<file path="config.mk">
export PLATFORM = sky130hd
export DESIGN_NAME = mcpm_unit
export DESIGN_NICKNAME = d
export VERILOG_FILES = /design/src/rtl/mcpm_pkg.sv /design/src/rtl/mcpm_evt_sel.sv /design/src/rtl/mcpm_ctr.sv /design/src/rtl/mcpm_unit.sv
export SDC_FILE = /design/constraint.sdc
export NUM_CORES = 1
export LEC_CHECK = 0
export BUFFER_PORTS_ARGS = -buffer_cell sky130_fd_sc_hd__buf_2
export CAP_MARGIN = 40
export CORE_ASPECT_RATIO = 0.6
export CORE_MARGIN = 1.5
export CORE_UTILIZATION = 30
export CTS_CLUSTER_DIAMETER = 60
export CTS_CLUSTER_SIZE = 10
export DETAILED_ROUTE_END_ITERATION = 10
export GPL_TIMING_DRIVEN = 0
export RECOVER_POWER = 50
export SYNTH_ARGS = -nofsm -noshare
export SYNTH_HDL_FRONTEND = slang
export SYNTH_SLANG_ARGS = --single-unit
</file>
<file path="constraint.sdc">
create_clock -name clk -period 3.3 [get_ports clk]
set_clock_uncertainty 0.2 [all_clocks]
set_input_delay 0.66 -clock clk [delete_from_list [all_inputs] [get_ports clk]]
set_output_delay 0.66 -clock clk [all_outputs]
set_load 0.01 [all_outputs]
</file>
<file path="src/rtl/mcpm_pkg.sv">
package mcpm_pkg;
    localparam logic [7:0] EV_ECC  = 8'h09;
    localparam logic [7:0] EV_MODE = 8'h07;
    localparam logic [7:0] EV_SLOW = 8'h84;
    localparam int MODE_W = 4;

    typedef struct packed {
        logic [7:0] umask;
        logic [7:0] code;
    } ctl_t;

    typedef enum logic {ST_HALT, ST_COUNT} run_st_e;
endpackage

</file>
<file path="src/rtl/mcpm_evt_sel.sv">
module mcpm_evt_sel
    import mcpm_pkg::*;
#(
    parameter int NRANK = 4
) (
    input  ctl_t              ctl,
    input  logic              ev_ecc_fix,
    input  logic [MODE_W-1:0] ev_mode,
    input  logic [NRANK-1:0]  ev_rank_slow,
    output logic              hit
);
    logic all_slow;
    assign all_slow = &ev_rank_slow;

    always_comb begin
        unique case (ctl.code)
            EV_ECC:  hit = ev_ecc_fix;
            EV_MODE: hit = |(ctl.umask[MODE_W-1:0] & ev_mode);
            EV_SLOW: hit = all_slow;
            default: hit = 1'b0;
        endcase
    end
endmodule

</file>
<file path="src/rtl/mcpm_ctr.sv">
module mcpm_ctr #(
    parameter int CNT_W = 48
) (
    input  logic             clk,
    input  logic             rst_n,
    input  logic             clr,
    input  logic             ld,
    input  logic             adv,
    output logic [CNT_W-1:0] cnt,
    output logic             ovf
);
    logic [CNT_W:0] sum;
    assign sum = {1'b0, cnt} + {{CNT_W{1'b0}}, 1'b1};

    always_ff @(posedge clk or negedge rst_n) begin
        if (!rst_n) begin
            cnt <= '0;
            ovf <= 1'b0;
        end else if (clr || ld) begin
            cnt <= '0;
            ovf <= 1'b0;
        end else if (adv) begin
            cnt <= sum[CNT_W-1:0];
            if (sum[CNT_W]) ovf <= 1'b1;
        end
    end

    // step of at most one
    a_r7_single_step: assert property (@(posedge clk) disable iff (!rst_n)
        !clr && !ld |=> (cnt == $past(cnt)) || (cnt == $past(cnt) + 1'b1));
    // flag is sticky
    a_r9_ovf_sticky: assert property (@(posedge clk) disable iff (!rst_n)
        ovf && !clr && !ld |=> ovf);
    // wrap sets flag and zeroes count
    a_r9_wrap_flag: assert property (@(posedge clk) disable iff (!rst_n)
        adv && !clr && !ld && (&cnt) |=> ovf && (cnt == '0));
    // clear wins
    a_r10_clr_zero: assert property (@(posedge clk) disable iff (!rst_n)
        clr |=> (cnt == '0) && !ovf);
endmodule

</file>
<file path="src/rtl/mcpm_unit.sv">
module mcpm_unit
    import mcpm_pkg::*;
#(
    parameter int CNT_W = 48,
    parameter int NRANK = 4,
    parameter int NCTR  = 4,
    localparam int IDX_W = (NCTR > 1) ? $clog2(NCTR) : 1
) (
    input  logic              clk,
    input  logic              rst_n,
    input  logic              cfg_we,
    input  logic [IDX_W-1:0]  cfg_idx,
    input  logic [15:0]       cfg_wdata,
    input  logic              glb_en,
    input  logic              glb_clr,
    input  logic [IDX_W-1:0]  rd_idx,
    output logic [CNT_W-1:0]  rd_data,
    output logic              rd_ovf,
    input  logic              ev_ecc_fix,
    input  logic [MODE_W-1:0] ev_mode,
    input  logic [NRANK-1:0]  ev_rank_slow
);
    run_st_e state, state_nx;
    logic    run;

    always_ff @(posedge clk or negedge rst_n) begin
        if (!rst_n) state <= ST_HALT;
        else        state <= state_nx;
    end

    always_comb begin
        state_nx = state;
        run      = 1'b0;
        unique case (state)
            ST_HALT: begin
                if (glb_en) state_nx = ST_COUNT;   // GO
            end
            ST_COUNT: begin
                run = 1'b1;
                if (!glb_en) state_nx = ST_HALT;   // STOP
            end
            default: state_nx = ST_HALT;
        endcase
    end

    ctl_t             ctl   [NCTR];
    logic [CNT_W-1:0] cnt_a [NCTR];
    logic             ovf_a [NCTR];

    for (genvar i = 0; i < NCTR; i++) begin : g_ctr
        logic ld, hit;
        assign ld = cfg_we && (cfg_idx == IDX_W'(i));

        always_ff @(posedge clk or negedge rst_n) begin
            if (!rst_n)  ctl[i] <= '0;
            else if (ld) ctl[i] <= ctl_t'(cfg_wdata);
        end

        mcpm_evt_sel #(.NRANK(NRANK)) u_sel (
            .ctl          (ctl[i]),
            .ev_ecc_fix   (ev_ecc_fix),
            .ev_mode      (ev_mode),
            .ev_rank_slow (ev_rank_slow),
            .hit          (hit)
        );

        mcpm_ctr #(.CNT_W(CNT_W)) u_ctr (
            .clk   (clk),
            .rst_n (rst_n),
            .clr   (glb_clr),
            .ld    (ld),
            .adv   (run && hit),
            .cnt   (cnt_a[i]),
            .ovf   (ovf_a[i])
        );

        // frozen outside COUNT
        a_r8_halt_freeze: assert property (@(posedge clk) disable iff (!rst_n)
            (state == ST_HALT) && !glb_clr && !ld |=> $stable(cnt_a[i]));
        // not every rank slow under code 0x84 -> hold
        a_r5_rank_gate: assert property (@(posedge clk) disable iff (!rst_n)
            (ctl[i].code == EV_SLOW) && !(&ev_rank_slow) && !glb_clr && !ld
            |=> $stable(cnt_a[i]));
        // unknown code -> hold
        a_r6_unknown_hold: assert property (@(posedge clk) disable iff (!rst_n)
            (ctl[i].code != EV_ECC) && (ctl[i].code != EV_MODE) &&
            (ctl[i].code != EV_SLOW) && !glb_clr && !ld |=> $stable(cnt_a[i]));
    end

    assign rd_data = cnt_a[rd_idx];
    assign rd_ovf  = ovf_a[rd_idx];

    // GO / STOP transitions
    a_r8_go: assert property (@(posedge clk) disable iff (!rst_n)
        glb_en |=> state == ST_COUNT);
    a_r8_stop: assert property (@(posedge clk) disable iff (!rst_n)
        !glb_en |=> state == ST_HALT);
endmodule

</file>
==> metrics.txt <==
layout cell share with drive strength beyond 1=17.77%; Ys Warns=0; Die Wd=277.8 um; Unique masters post-synth=63; Mapped Cells=1320; Max-slew headroom=26.23%; P&R area growth vs syn=15.14%; mean area per synthesized cell=10.30 um^2; post-synthesis async set-or-reset flop share=100.0%; # DRC=0; worst skew pair latency=0.56 ns; part of the Yosys area used for sequential elements=45.11%; largest net degree at the start of global routing=95; PD cells=409.7 nW/um^2; register clock-pin slew on the reported worst setup and hold paths=0.06 ns; initial DRC count=1271; Root Buffer=clkbuf_16; Tot Pwr=6412 uW; vias=11360; outcome=finished, final reports clean; Vert. Die Dim=167.9 um; #FFs+latches synth=245; GRT Resource Usage Total=19.09%; worst hold margin=0.1807 ns; post-route ant nets=0; Nets=1477; die area=46630 um^2; # clock sinks=245; initial antenna violation count=2; drt pass-1 iters=5; top_reg_cell synth=dfrtp_1; Peak VDD IR=0.3519 mV; critical path startpoint category=flip-flop; Starting Density=30.37%; Post-DP HPWL=33.83 mm; area share of fa/ha/maj cells after synthesis=0.3683%; post-synthesis net count=1358; global placement routability congestion=0.9054; vias in the first global route=10730; crit path kind=reg -> reg; largest family of logic cells by synthesized area=simple AND/OR/NAND/NOR gates; num ports=83; Worst-Margin Slew=1.107 ns; TritonCTS buffer count=28; post-synthesis mux area share=12.47%; CP max FO=10; drt total wl=44.64 mm; XOR/XNOR Fraction of Synth Area=9.151%; # rows=60; Peak Freq=315.3 MHz; first-pass GRT wire length=68.26 mm; final worst path period share=96.10%; RSZ-0062 raised after global routing=no; core area=44740 um^2; via/cell ratio=5.589; Longest Clk Path Bufs=3; Worst Hold Class=in -> reg; Max Cap Viol=0; gr ovfl total=0; Slew Limit Fails=0; EDFF count, synth=0; Simple-Gate Fraction of Synth Area=22.63%; Worst Path Required=3.52 ns; compound-cell area share of the yosys netlist=7.430%; CTS tree=yes; # port buffers=76; Static Leak=0.005950 uW; H-tree levels=1; CP Capture Type=flip-flop; WP data arrival=3.39 ns; average routed wire per standard cell=21.97 um; final-report setup violation count=0; Final Hold Viols=0; Reg2Reg Setup Slack=0.13 ns; Core Util, Final=34.97%; Netlist Area Pre-Place=13590 um^2; Min Clock Period, post-route=3.171 ns
flip-flops by register name, summed over array words and instances (netlist names):
name / count
g_ctr.u_ctr.ovf: 4
state: 1
g_ctr.u_ctr.cnt: 192
ctl: 48
critical path, stage by stage, from the launching register on:
cell      delay, ns
dfrtp_1        0.37
or4b_1         0.69
a211oi_1       0.33
a22oi_1        0.22
clkbuf_2       0.26
clkbuf_2       0.28
nor4_1         0.46
xnor2_1        0.17
nor2_1         0.05
Yosys cell counts (2+ instances only):
cell,n,share of area [%]
dfrtp_1,245,45
nor2_1,168,4.6
xnor2_1,93,6.0
nand2_1,82,2.3
nand3_1,72,2.7
clkbuf_1,56,1.5
nand4_1,53,2.4
mux4_2,49,8.1
xor2_1,49,3.2
mux2_2,48,4.0
a21oi_1,47,1.7
or3_1,37,1.7
and3_1,29,1.3
o21ai_0,29,1.1
inv_1,28,0.77
nor4_1,28,1.3
nor3_1,21,0.77
and4_1,19,1.2
a2111oi_0,16,1.0
nor4b_1,14,0.90
a211oi_1,11,0.61
nand4b_1,10,0.64
nor2b_1,10,0.46
buf_1,8,0.22
and2_1,7,0.32
or2_2,6,0.28
a22o_1,5,0.32
a31o_2,5,0.32
buf_2,5,0.18
mux2i_1,5,0.37
nor4bb_1,5,0.37
o21a_1,5,0.28
a2111oi_2,4,0.44
a21o_1,4,0.22
a22oi_1,4,0.22
ha_1,4,0.37
nand3b_1,4,0.22
nand2b_1,3,0.14
or4_1,3,0.17
a311oi_2,2,0.22
nor3b_1,2,0.11
o21ba_2,2,0.15
o31ai_1,2,0.11
or4b_1,2,0.15
cells by family after synthesis:
group,after synthesis
simple gates,581
compound gates,147
flops,245
xor+xnor,142
fa+ha+maj,4
mux,102
buf+inv,99
what timing repair did:
| item | 4_1_cts | 5_1_grt |
|---|---|---|
| resized for setup | 4 | 12 |
| hold buffers | 2 | 0 |
| pin swaps | 0 | 2 |
| buffers inserted | 0 | 4 |
| hold endpoints to repair | 77 | 0 |
| setup endpoints to repair | 49 | 21 |
final cells by class:
class / instances / area, um^2
fillers: 4501 / 29100
multi-input cells: 976 / 7122
flip-flops and latches: 245 / 6131
well taps: 589 / 737.0
clock buffers: 31 / 733.2
repair buffers: 90 / 520.5
plain buffers: 70 / 289.0
inverters: 28 / 105.1
clock inverters: 1 / 5.005
diodes: 2 / 5.005
layout by cell type, fill, tap and decap left out, types with 6 or more instances in the layout:
cell type,Yosys,layout
a2111oi_0,16,16
a211oi_1,11,11
a21oi_1,47,47
and2_1,7,7
and3_1,29,29
and4_1,19,19
buf_2,5,81
clkbuf_1,56,59
clkbuf_16,0,29
clkbuf_2,1,6
dfrtp_1,245,245
inv_1,28,28
mux2_2,48,48
mux4_2,49,49
nand2_1,82,82
nand3_1,72,72
nand4_1,53,53
nand4b_1,10,10
nor2_1,168,168
nor2b_1,10,10
nor3_1,21,21
nor4_1,28,22
nor4_2,1,7
nor4b_1,14,14
o21ai_0,29,29
or2_2,6,6
or3_1,37,37
xnor2_1,93,93
xor2_1,49,49
layer usage:
metal	track usage, %	up-vias	wire (um)
li1	-	5069	-
met1	29.33	5700	20620
met2	24.67	515	17190
met3	6.897	70	5855
met4	4.657	2	964
met5	0	-	13
worst paths after layout:
kind                                                to           from  depth (start not counted)
worst max-delay path            g_ctr[0].u_ctr.cnt[45]        ctl[53]                          8
worst min-delay path                           ctl[43]  cfg_wdata[11]                          2
max in group asynchronous       g_ctr[0].u_ctr.cnt[32]          rst_n                          4
worst max register to register  g_ctr[0].u_ctr.cnt[45]        ctl[53]                          8
min in group asynchronous       g_ctr[2].u_ctr.cnt[30]          rst_n                          2
worst min register to register                 ctl[54]        ctl[54]                          1
power by group:
part | internal, uW | total [uW] | leakage [uW] | switching, uW
sequential | 3120 | 3190 | 0.00332 | 75.0
combinational | 183 | 444 | 0.00227 | 261
clock | 1540 | 2770 | 0.000364 | 1240
total | 4840 | 6410 | 0.00595 | 1570
metrics by stage:
stage	setup TNS (ns)	instance area, um^2	cells	worst slack (ns)
2_1_floorplan	0	13590	1320	0.1825
3_3_place_gp	-796.14	14710	1985	-3.192
3_5_place_dp	-8.907	14820	1992	-0.5513
4_1_cts	0	15580	2026	0.08116
5_1_grt	0	15640	2030	0.02081
6_report	0	15650	2032	0.1288
(Power assumes the default switching activity.)
